### config.mk
export PLATFORM = sky130hd
export DESIGN_NAME = gpio_evt_bank
export DESIGN_NICKNAME = d
export VERILOG_FILES = /design/src/rtl/gpio_evt_pkg.sv /design/src/rtl/gpio_evt_pin_cell.sv /design/src/rtl/gpio_evt_port.sv /design/src/rtl/gpio_evt_bank.sv
export SDC_FILE = /design/constraint.sdc
export NUM_CORES = 1
export LEC_CHECK = 0
export BUFFER_PORTS_ARGS = -buffer_cell sky130_fd_sc_hd__buf_2
export CAP_MARGIN = 20
export CORE_ASPECT_RATIO = 1.75
export CORE_UTILIZATION = 35
export CTS_CLUSTER_SIZE = 10
export DETAILED_ROUTE_END_ITERATION = 8
export PLACE_DENSITY = 0.69
export SLEW_MARGIN = 0
export SYNTH_ARGS = -nofsm -noshare
export SYNTH_HDL_FRONTEND = slang
export SYNTH_SLANG_ARGS = --single-unit
### constraint.sdc
create_clock -name clk_i -period 2.3 [get_ports clk_i]
set_input_delay 0.46 -clock clk_i [delete_from_list [all_inputs] [get_ports clk_i]]
set_output_delay 0.46 -clock clk_i [all_outputs]
set_load 0.005 [all_outputs]
### src/rtl/gpio_evt_pkg.sv
// Package: shared constants, mode encodings and the trigger decode
// used by the GPIO bank interrupt detector.
// Assumes the three-plane encoding {both, edge, polarity} per pin.
package gpio_evt_pkg;

    localparam int unsigned CFG_PLANES = 3;

    typedef enum logic [2:0] {
        TRIG_LVL_LOW  = 3'b000,
        TRIG_LVL_HIGH = 3'b001,
        TRIG_FALL     = 3'b010,
        TRIG_RISE     = 3'b011,
        TRIG_BOTH     = 3'b110
    } trig_mode_e;

    typedef struct packed {
        logic edge_mode;
        logic want_rise;
        logic want_fall;
        logic act_high;
    } trig_dec_t;

    // Split a {both, edge, polarity} triple into the controls one pin uses.
    function automatic trig_dec_t trig_decode(input logic [2:0] cfg);
        trig_dec_t d;
        d.edge_mode = cfg[1];
        d.act_high  = cfg[0];
        d.want_rise = cfg[2] | cfg[0];
        d.want_fall = cfg[2] | ~cfg[0];
        return d;
    endfunction

endpackage

### src/rtl/gpio_evt_pin_cell.sv
// Module: one pin's detector.
// Keeps the previous level for edge detection, plus one sticky status bit.
// Assumes lvl_i is already synchronized to clk_i.
// Set beats clear in edge mode. Clear beats set in level mode, which
// makes an active level re-assert on the following cycle.
module gpio_evt_pin_cell
    import gpio_evt_pkg::*;
(
    input  logic       clk_i,
    input  logic       rst_ni,
    input  logic       lvl_i,
    input  logic [2:0] cfg_i,
    input  logic       en_i,
    input  logic       clr_i,
    output logic       status_o,
    output logic       req_o
);

    trig_dec_t dec;
    logic      prev_q;
    logic      status_q;
    logic      status_d;
    logic      rise_ev;
    logic      fall_ev;
    logic      edge_hit;
    logic      level_hit;

    // Decode the pin's mode triple.
    always_comb dec = trig_decode(cfg_i);

    // Previous-level register. It also loads during reset, so leaving
    // reset cannot look like an edge.
    always_ff @(posedge clk_i) begin
        prev_q <= lvl_i;
    end

    // Event detection from the current and previous level.
    always_comb begin
        rise_ev   = lvl_i & ~prev_q;
        fall_ev   = ~lvl_i & prev_q;
        edge_hit  = (dec.want_rise & rise_ev) | (dec.want_fall & fall_ev);
        level_hit = (lvl_i == dec.act_high);
    end

    // Next status: sticky set with write-one-to-clear; priority depends on mode.
    always_comb begin
        if (dec.edge_mode) begin
            status_d = edge_hit | (status_q & ~clr_i);
        end else begin
            status_d = ~clr_i & (status_q | level_hit);
        end
    end

    // Status register.
    always_ff @(posedge clk_i) begin
        if (!rst_ni) begin
            status_q <= 1'b0;
        end else begin
            status_q <= status_d;
        end
    end

    assign status_o = status_q;
    assign req_o    = status_q & en_i;

endmodule

### src/rtl/gpio_evt_port.sv
// Module: one port of pin cells.
// Cuts the port's plane-encoded trigger word into per-pin triples and
// ORs the enabled status bits into a single port request.
// Assumes the word layout: polarity at b, edge at b+W, both at b+2W.
module gpio_evt_port
    import gpio_evt_pkg::*;
#(
    parameter int unsigned PINS_PER_PORT = 8
) (
    input  logic                                clk_i,
    input  logic                                rst_ni,
    input  logic [PINS_PER_PORT-1:0]            lvl_i,
    input  logic [CFG_PLANES*PINS_PER_PORT-1:0] cfg_word_i,
    input  logic [PINS_PER_PORT-1:0]            en_i,
    input  logic [PINS_PER_PORT-1:0]            clr_i,
    output logic [PINS_PER_PORT-1:0]            status_o,
    output logic                                port_req_o
);

    logic [PINS_PER_PORT-1:0] req;

    // One detector per pin; the triple is gathered across the three planes.
    for (genvar b = 0; b < PINS_PER_PORT; b++) begin : g_pin
        gpio_evt_pin_cell u_cell (
            .clk_i    (clk_i),
            .rst_ni   (rst_ni),
            .lvl_i    (lvl_i[b]),
            .cfg_i    ({cfg_word_i[b + 2*PINS_PER_PORT],
                        cfg_word_i[b + PINS_PER_PORT],
                        cfg_word_i[b]}),
            .en_i     (en_i[b]),
            .clr_i    (clr_i[b]),
            .status_o (status_o[b]),
            .req_o    (req[b])
        );
    end

    // Port-level request: any enabled status bit in this port.
    assign port_req_o = |req;

endmodule

### src/rtl/gpio_evt_bank.sv
// Module: top of the GPIO bank interrupt detector.
// Instantiates NUM_PORTS ports and registers the OR of their requests.
// Assumes every input is synchronous to clk_i. Reset is synchronous, active low.
module gpio_evt_bank
    import gpio_evt_pkg::*;
#(
    parameter int unsigned NUM_PORTS     = 4,
    parameter int unsigned PINS_PER_PORT = 8
) (
    input  logic                                          clk_i,
    input  logic                                          rst_ni,
    input  logic [NUM_PORTS*PINS_PER_PORT-1:0]            pin_lvl_i,
    input  logic [NUM_PORTS*CFG_PLANES*PINS_PER_PORT-1:0] trig_cfg_i,
    input  logic [NUM_PORTS*PINS_PER_PORT-1:0]            irq_en_i,
    input  logic [NUM_PORTS*PINS_PER_PORT-1:0]            clr_i,
    output logic [NUM_PORTS*PINS_PER_PORT-1:0]            status_o,
    output logic                                          bank_irq_o
);

    localparam int unsigned CFG_W = CFG_PLANES * PINS_PER_PORT;

    logic [NUM_PORTS-1:0] port_req;
    logic                 irq_q;

    // Per-port detectors, each fed its own slice of every vector.
    for (genvar p = 0; p < NUM_PORTS; p++) begin : g_port
        gpio_evt_port #(
            .PINS_PER_PORT (PINS_PER_PORT)
        ) u_port (
            .clk_i      (clk_i),
            .rst_ni     (rst_ni),
            .lvl_i      (pin_lvl_i[p*PINS_PER_PORT +: PINS_PER_PORT]),
            .cfg_word_i (trig_cfg_i[p*CFG_W +: CFG_W]),
            .en_i       (irq_en_i[p*PINS_PER_PORT +: PINS_PER_PORT]),
            .clr_i      (clr_i[p*PINS_PER_PORT +: PINS_PER_PORT]),
            .status_o   (status_o[p*PINS_PER_PORT +: PINS_PER_PORT]),
            .port_req_o (port_req[p])
        );
    end

    // Registered bank request.
    always_ff @(posedge clk_i) begin
        if (!rst_ni) begin
            irq_q <= 1'b0;
        end else begin
            irq_q <= |port_req;
        end
    end

    assign bank_irq_o = irq_q;

endmodule

==> impl_metrics.env, run 1 <==
export IMPL_peakVddDrop_v=0.0003609
export IMPL_die_height_um=135.4
export IMPL_clock_path_buffers=2
export IMPL_portBuffers=226
export IMPL_p_clk_share_pct=41.2
export IMPL_drt_wl_total_um=9757
export IMPL_core_um2=9849
export IMPL_sw_frac_of_total_pct=24.54
export IMPL_cp_top_family="flip-flops"
export IMPL_rsz0062_at_grt="no"
export IMPL_maxSlewViolCount=0
export IMPL_regToRegEndpoint="bank_irq_o"
export IMPL_max_cap_violations=0
export IMPL_critical_path_arrival_ns=0.89
export IMPL_crit_fanout=3
export IMPL_yosys_cell_types_count=14
export IMPL_r2r_setup_slack_ns=0.98
export IMPL_htreeDepth=3
export IMPL_crit_type="register to primary output"
export IMPL_grt_pass1_wl_um=14970
export IMPL_cpMaxStageDelayCell="dfxtp_1"
export IMPL_seq_power_share_pct=41.5
export IMPL_r2r_start="g_port[3].u_port.g_pin[2].u_cell.status_o"
export IMPL_via_count=3595
export IMPL_power_density_nw_per_um2=619.5
export IMPL_cp_cell_sequence="buf_2"
export IMPL_tns_ns=0
export IMPL_postSynthCellCount=409
export IMPL_finalHoldViolCount=0
export IMPL_whs_ns=0.2901
export IMPL_min_path_cells=1
export IMPL_drtAntennaViolNets=0
export IMPL_grt_use_total_pct=18.04
export IMPL_area_delta_synth_final_pct=36.82
export IMPL_status="finished clean"
export IMPL_drive_gt1_share_pct=39.29
export IMPL_drc=0
export IMPL_grt_pass1_vias=3509
export IMPL_yosysSeqAreaShare_pct=36.54
export IMPL_setup_viol_count_final=0
export IMPL_yosys_register_bits=65
export IMPL_diodes=0
export IMPL_fmax_mhz=738.4
export IMPL_critPathMaxStageDelay_ns=0.43
export IMPL_hold_path_end="g_port[3].u_port.g_pin[6].u_cell.prev_q"
export IMPL_switching_power_uw=740.8
export IMPL_netlist_area_um2=3561
export IMPL_post_cts_setup_buffers=0
export IMPL_path_clk_slew_ns=0.05
export IMPL_first_pass_iters=4
export IMPL_initial_core_util_pct=36.15
export IMPL_power_internal_mw=2.278
export IMPL_synth_area_leaders="dfxtp_1 37%, nor3b_1 13%, xor2_1 7.9%, a21boi_0 6.7%, buf_4 6.7%"
export IMPL_r2r_worst_path_cells=3
export IMPL_critical_path_buf_inv_count=1
export IMPL_top_usage_layer="met2"
export IMPL_pwr_share_comb_pct=17.2
export IMPL_grt_use_met3_pct=4.108
export IMPL_hp_class="primary input to register"
export IMPL_holdBufCountCts=0
export IMPL_yosys_area_top_type_share_pct=36.54
export IMPL_die_w_um=78.25
export IMPL_rows=48
export IMPL_avgRoutedWirePerCell_um=13.17
export IMPL_post_route_period_util_pct=58.88
export IMPL_tightestPinTransition_ns=0.6397
export IMPL_cts_sinks=65
export IMPL_grt_util_met2_pct=34.75
export IMPL_yosysTopAreaCell="dfxtp_1"
export IMPL_grt_antenna_before_repair=0
export IMPL_endpoint_kind="primary output"
export IMPL_grt_max_degree=34
export IMPL_min_from="pin_lvl_i[30]"
export IMPL_startpoint="g_port[2].u_port.g_pin[6].u_cell.status_o"
export IMPL_cp_required_ns=1.84
export IMPL_insertion_delay_ns=0.32
export IMPL_syn_num_nets=603
export IMPL_avgSynthCellArea_um2=8.706
export IMPL_cts_resized=0
export IMPL_relSlewSlack_pct=57.36
export IMPL_grt_util_met1_pct=17.19
export IMPL_final_core_util_pct=49.47
export IMPL_dr_first_iter_drc_count=58
export IMPL_power_leakage_nw=2.310
export IMPL_period_needed_ns=1.354
export IMPL_cts_root_buf="clkbuf_16"
export IMPL_vias_per_cell=4.852
export IMPL_cts_buffers=9
export IMPL_critPathLaunchType="register"
export IMPL_gp_congestion=0.8406
export IMPL_io_pins=227
export IMPL_dieArea_um2=10600
export IMPL_hpwlAfterDp_um=8101
export IMPL_ys_warn_count=0
export IMPL_cts_tree="yes"
export IMPL_final_nets=805
export IMPL_grt_overflow=0
export IMPL_skew_ns=0.006830
[layout make-up]
cell class	instances	area (um2)
Sequential cell	65	1301
Tap cell	125	156.4
Fill cell	990	4977
Clock buffer	13	260.3
Multi-Input combinational cell	309	2008
Timing Repair Buffer	226	1131
Clock inverter	3	15.01
[cell usage in the layout, fill, tap and decap left out, drive strengths merged]
cell / n
a21boi: 32
a22oi: 16
buf: 226
clkbuf: 13
clkinv: 3
dfxtp: 65
nand4: 4
nor2: 64
nor2b: 32
nor3b: 64
o21ai: 32
o21bai: 32
o41a: 1
xor2: 32
[kinds of logic after synthesis]
kind of cell              Yosys count  share of synthesized area, %
AOI/OAI and AO/OA                 113                         21.96
xor gates and xnor gates           32                         7.871
buffers and inverters              35                         7.063
DFF                                65                         36.54
and+or+nand+nor                   164                         26.56
[state kept, by name (all words and copies together), names as in the netlist]
name                                 flops
bank_irq_o                               1
g_port.u_port.g_pin.u_cell.status_o     32
g_port.u_port.g_pin.u_cell.prev_q       32
[metal layers]
| metal | vias to the layer above | routed length [um] |
|---|---|---|
| met5 | - | 0 |
| met4 | 0 | 364 |
| met3 | 28 | 552 |
| met2 | 133 | 5288 |
| met1 | 1624 | 3551 |
| li1 | 1810 | - |
[cell usage after synthesis, drive strengths merged]
| library cell | n |
|---|---|
| dfxtp | 65 |
| nor2 | 64 |
| nor3b | 64 |
| a21boi | 32 |
| buf | 32 |
| nor2b | 32 |
| o21ai | 32 |
| o21bai | 32 |
| xor2 | 32 |
| a22oi | 16 |
| nand4 | 4 |
| clkbuf | 3 |
| o41a | 1 |
[power by group through the flow]
stage / Combinational, mW / Clock, mW / Sequential, mW
after global placement: 0.506 / 0 / 1.27
after CTS: 0.529 / 1.29 / 1.25
after floorplan: 0.284 / 0 / 1.26
after detailed placement: 0.526 / 0 / 1.28
final: 0.520 / 1.24 / 1.25
after global routing: 0.583 / 1.34 / 1.26
[metrics by stage]
stage,cells,instance area [um2],power [mW],worst slack [ns]
floorplan,409,3561,1.545,1.060
global placement,725,4597,1.781,0.7454
detailed placement,725,4597,1.804,0.7173
CTS,741,4872,3.074,0.9190
global route,741,4872,3.186,0.9128
finish,741,4872,3.018,0.9458
[worst max-delay path by stage]
stage                        end  slack, ns  depth (start not counted)
floorplan             bank_irq_o       1.06                          3
global placement      bank_irq_o       0.75                          4
detailed placement    bank_irq_o       0.72                          4
CTS                 status_o[22]       0.92                          1
global route          bank_irq_o       0.91                          3
finish              status_o[22]       0.95                          1
(Power assumes the default switching activity.)
==> run 2: changes to the inputs <==
==> constraint.sdc (replaced) <==
create_clock -name clk_i -period 1.34 [get_ports clk_i]
set_input_delay 0.268 -clock clk_i [delete_from_list [all_inputs] [get_ports clk_i]]
set_output_delay 0.268 -clock clk_i [all_outputs]
set_load 0.005 [all_outputs]
==> run 2 against run 1 <==
Sequential share of layout area shrank 0.17 points; register-to-register slack lost 0.91 ns; final area grew 0.64%; first-iteration DRC count grew 26%; cell count grew 0.13%; clock-buffer cell count shrank 1; via count grew 1.0%; combinational power grew 75%; clock power grew 69%; critical endpoint is now bank_irq_o; largest cell class unchanged.
==> impl_metrics.env, run 2 (synthesis results as in run 1) <==
export IMPL_seq_power_share_pct=41.7
export IMPL_cp_top_family="compound AO/OA/AOI/OAI gates"
export IMPL_endpoint_kind="register"
export IMPL_first_pass_iters=4
export IMPL_power_internal_mw=3.862
export IMPL_htreeDepth=3
export IMPL_pwr_share_comb_pct=17.6
export IMPL_maxSlewViolCount=0
export IMPL_portBuffers=226
export IMPL_p_clk_share_pct=40.7
export IMPL_sw_frac_of_total_pct=25.28
export IMPL_grt_pass1_wl_um=15320
export IMPL_critical_path_buf_inv_count=0
export IMPL_avgRoutedWirePerCell_um=13.35
export IMPL_gp_congestion=0.8514
export IMPL_relSlewSlack_pct=86.28
export IMPL_drc=0
export IMPL_critical_path_arrival_ns=1.47
export IMPL_crit_type="register to register"
export IMPL_rsz0062_at_grt="no"
export IMPL_dr_first_iter_drc_count=73
export IMPL_insertion_delay_ns=0.32
export IMPL_peakVddDrop_v=0.0005732
export IMPL_fmax_mhz=784.4
export IMPL_vias_per_cell=4.894
export IMPL_final_nets=807
export IMPL_diodes=0
export IMPL_critPathLaunchType="register"
export IMPL_path_clk_slew_ns=0.06
export IMPL_die_height_um=135.4
export IMPL_initial_core_util_pct=36.15
export IMPL_die_w_um=78.25
export IMPL_holdBufCountCts=0
export IMPL_hpwlAfterDp_um=8225
export IMPL_cts_root_buf="clkbuf_16"
export IMPL_power_leakage_nw=2.315
export IMPL_final_cell_mix="226 x buf_2, 65 x dfxtp_1, 64 x nor3b_1, 64 x nor2_1"
export IMPL_cpMaxStageDelayCell="o41a_1"
export IMPL_drive_gt1_share_pct=39.87
export IMPL_layout_commonest_cell="buf_2"
export IMPL_cts_buffers=9
export IMPL_cp_cell_sequence="a22oi_2 > nand4_1 > o41a_1"
export IMPL_max_cap_violations=0
export IMPL_area_delta_synth_final_pct=37.70
export IMPL_n_fill_cell=983
export IMPL_finalHoldViolCount=0
export IMPL_drtAntennaViolNets=0
export IMPL_cts_tree="yes"
export IMPL_via_count=3631
export IMPL_clock_path_buffers=2
export IMPL_dieArea_um2=10600
export IMPL_hp_class="primary input to register"
export IMPL_setup_viol_count_final=0
export IMPL_tightestPinTransition_ns=0.2052
export IMPL_cts_sinks=65
export IMPL_grt_use_total_pct=18.44
export IMPL_io_pins=227
export IMPL_post_cts_setup_buffers=0
export IMPL_rows=48
export IMPL_core_um2=9849
export IMPL_post_route_period_util_pct=95.13
export IMPL_period_needed_ns=1.275
export IMPL_tns_ns=0
export IMPL_whs_ns=0.08936
export IMPL_switching_power_mw=1.306
export IMPL_power_density_nw_per_um2=1054
export IMPL_status="finished clean"
export IMPL_crit_fanout=3
export IMPL_grt_max_degree=34
export IMPL_drt_wl_total_um=9905
export IMPL_grt_antenna_before_repair=0
export IMPL_grt_overflow=0
export IMPL_critPathMaxStageDelay_ns=0.42
export IMPL_skew_ns=0.009316
export IMPL_grt_pass1_vias=3645
export IMPL_cp_required_ns=1.54
-- run 2: timing repair --
item                                    CTS  global route
pin swaps                                 2             0
gates resized for setup                   1             2
endpoints found under the setup margin    1             1
-- run 2: metal layers --
metal / part of all wire [%] / vias up / global-route usage [%] / routed length (um)
met5: 0 / - / 0 / 0
met4: 4.0 / 0 / 11.01 / 393
met3: 5.1 / 27 / 4.108 / 504
met2: 55 / 135 / 34.84 / 5407
met1: 36 / 1654 / 17.82 / 3601
li1: - / 1815 / - / -
-- run 2: path summary, 6_finish.rpt --
path / startpoint / to / slack [ns] / cells after the start
worst max-delay path: g_port[3].u_port.g_pin[2].u_cell.status_o / bank_irq_o / 0.07 / 3
worst min-delay path: pin_lvl_i[21] / g_port[2].u_port.g_pin[5].u_cell.prev_q / 0.09 / 1
worst max register to register: g_port[3].u_port.g_pin[2].u_cell.status_o / bank_irq_o / 0.07 / 3
worst min register to register: g_port[0].u_port.g_pin[7].u_cell.status_o / g_port[0].u_port.g_pin[7].u_cell.status_o / 0.55 / 2
-- run 2: area by class of cell --
cell class | count | area (um2) | area share, %
clock buffers | 12 | 246.5 | 5.027
multi-input cells | 309 | 2023 | 41.26
repair buffers | 228 | 1159 | 23.63
well taps | 125 | 156.4 | 3.190
flip-flops and latches | 65 | 1301 | 26.54
clock inverters | 3 | 17.52 | 0.3572
-- run 2: power by group through the flow --
stage                     Combinational (mW)  Clock, mW  Sequential, mW
after global placement                 0.880          0            2.19
after detailed placement               0.914          0            2.19
after CTS                              0.920       2.16            2.15
after global routing                    1.02       2.25            2.17
final                                  0.911       2.10            2.15
after floorplan                        0.487          0            2.16
-- run 2: per-stage QoR --
step                util [%]  instance area [um2]  worst slack, ns  power [mW]  std cells
finish                 49.78                 4903          0.06520       5.168        742
global route           49.78                 4903         0.002124       5.435        742
CTS                    49.68                 4893          0.03690       5.238        742
detailed placement     46.95                 4624         -0.06533       3.107        727
global placement       46.95                 4624         -0.03711       3.065        727
floorplan                  -                 3561           0.2482       2.652        409
-- run 2: worst register-to-register path, stage by stage (launching register included) --
cell and delay (ns):
dfxtp_1 0.33, a22oi_2 0.23, nand4_1 0.17, o41a_1 0.42
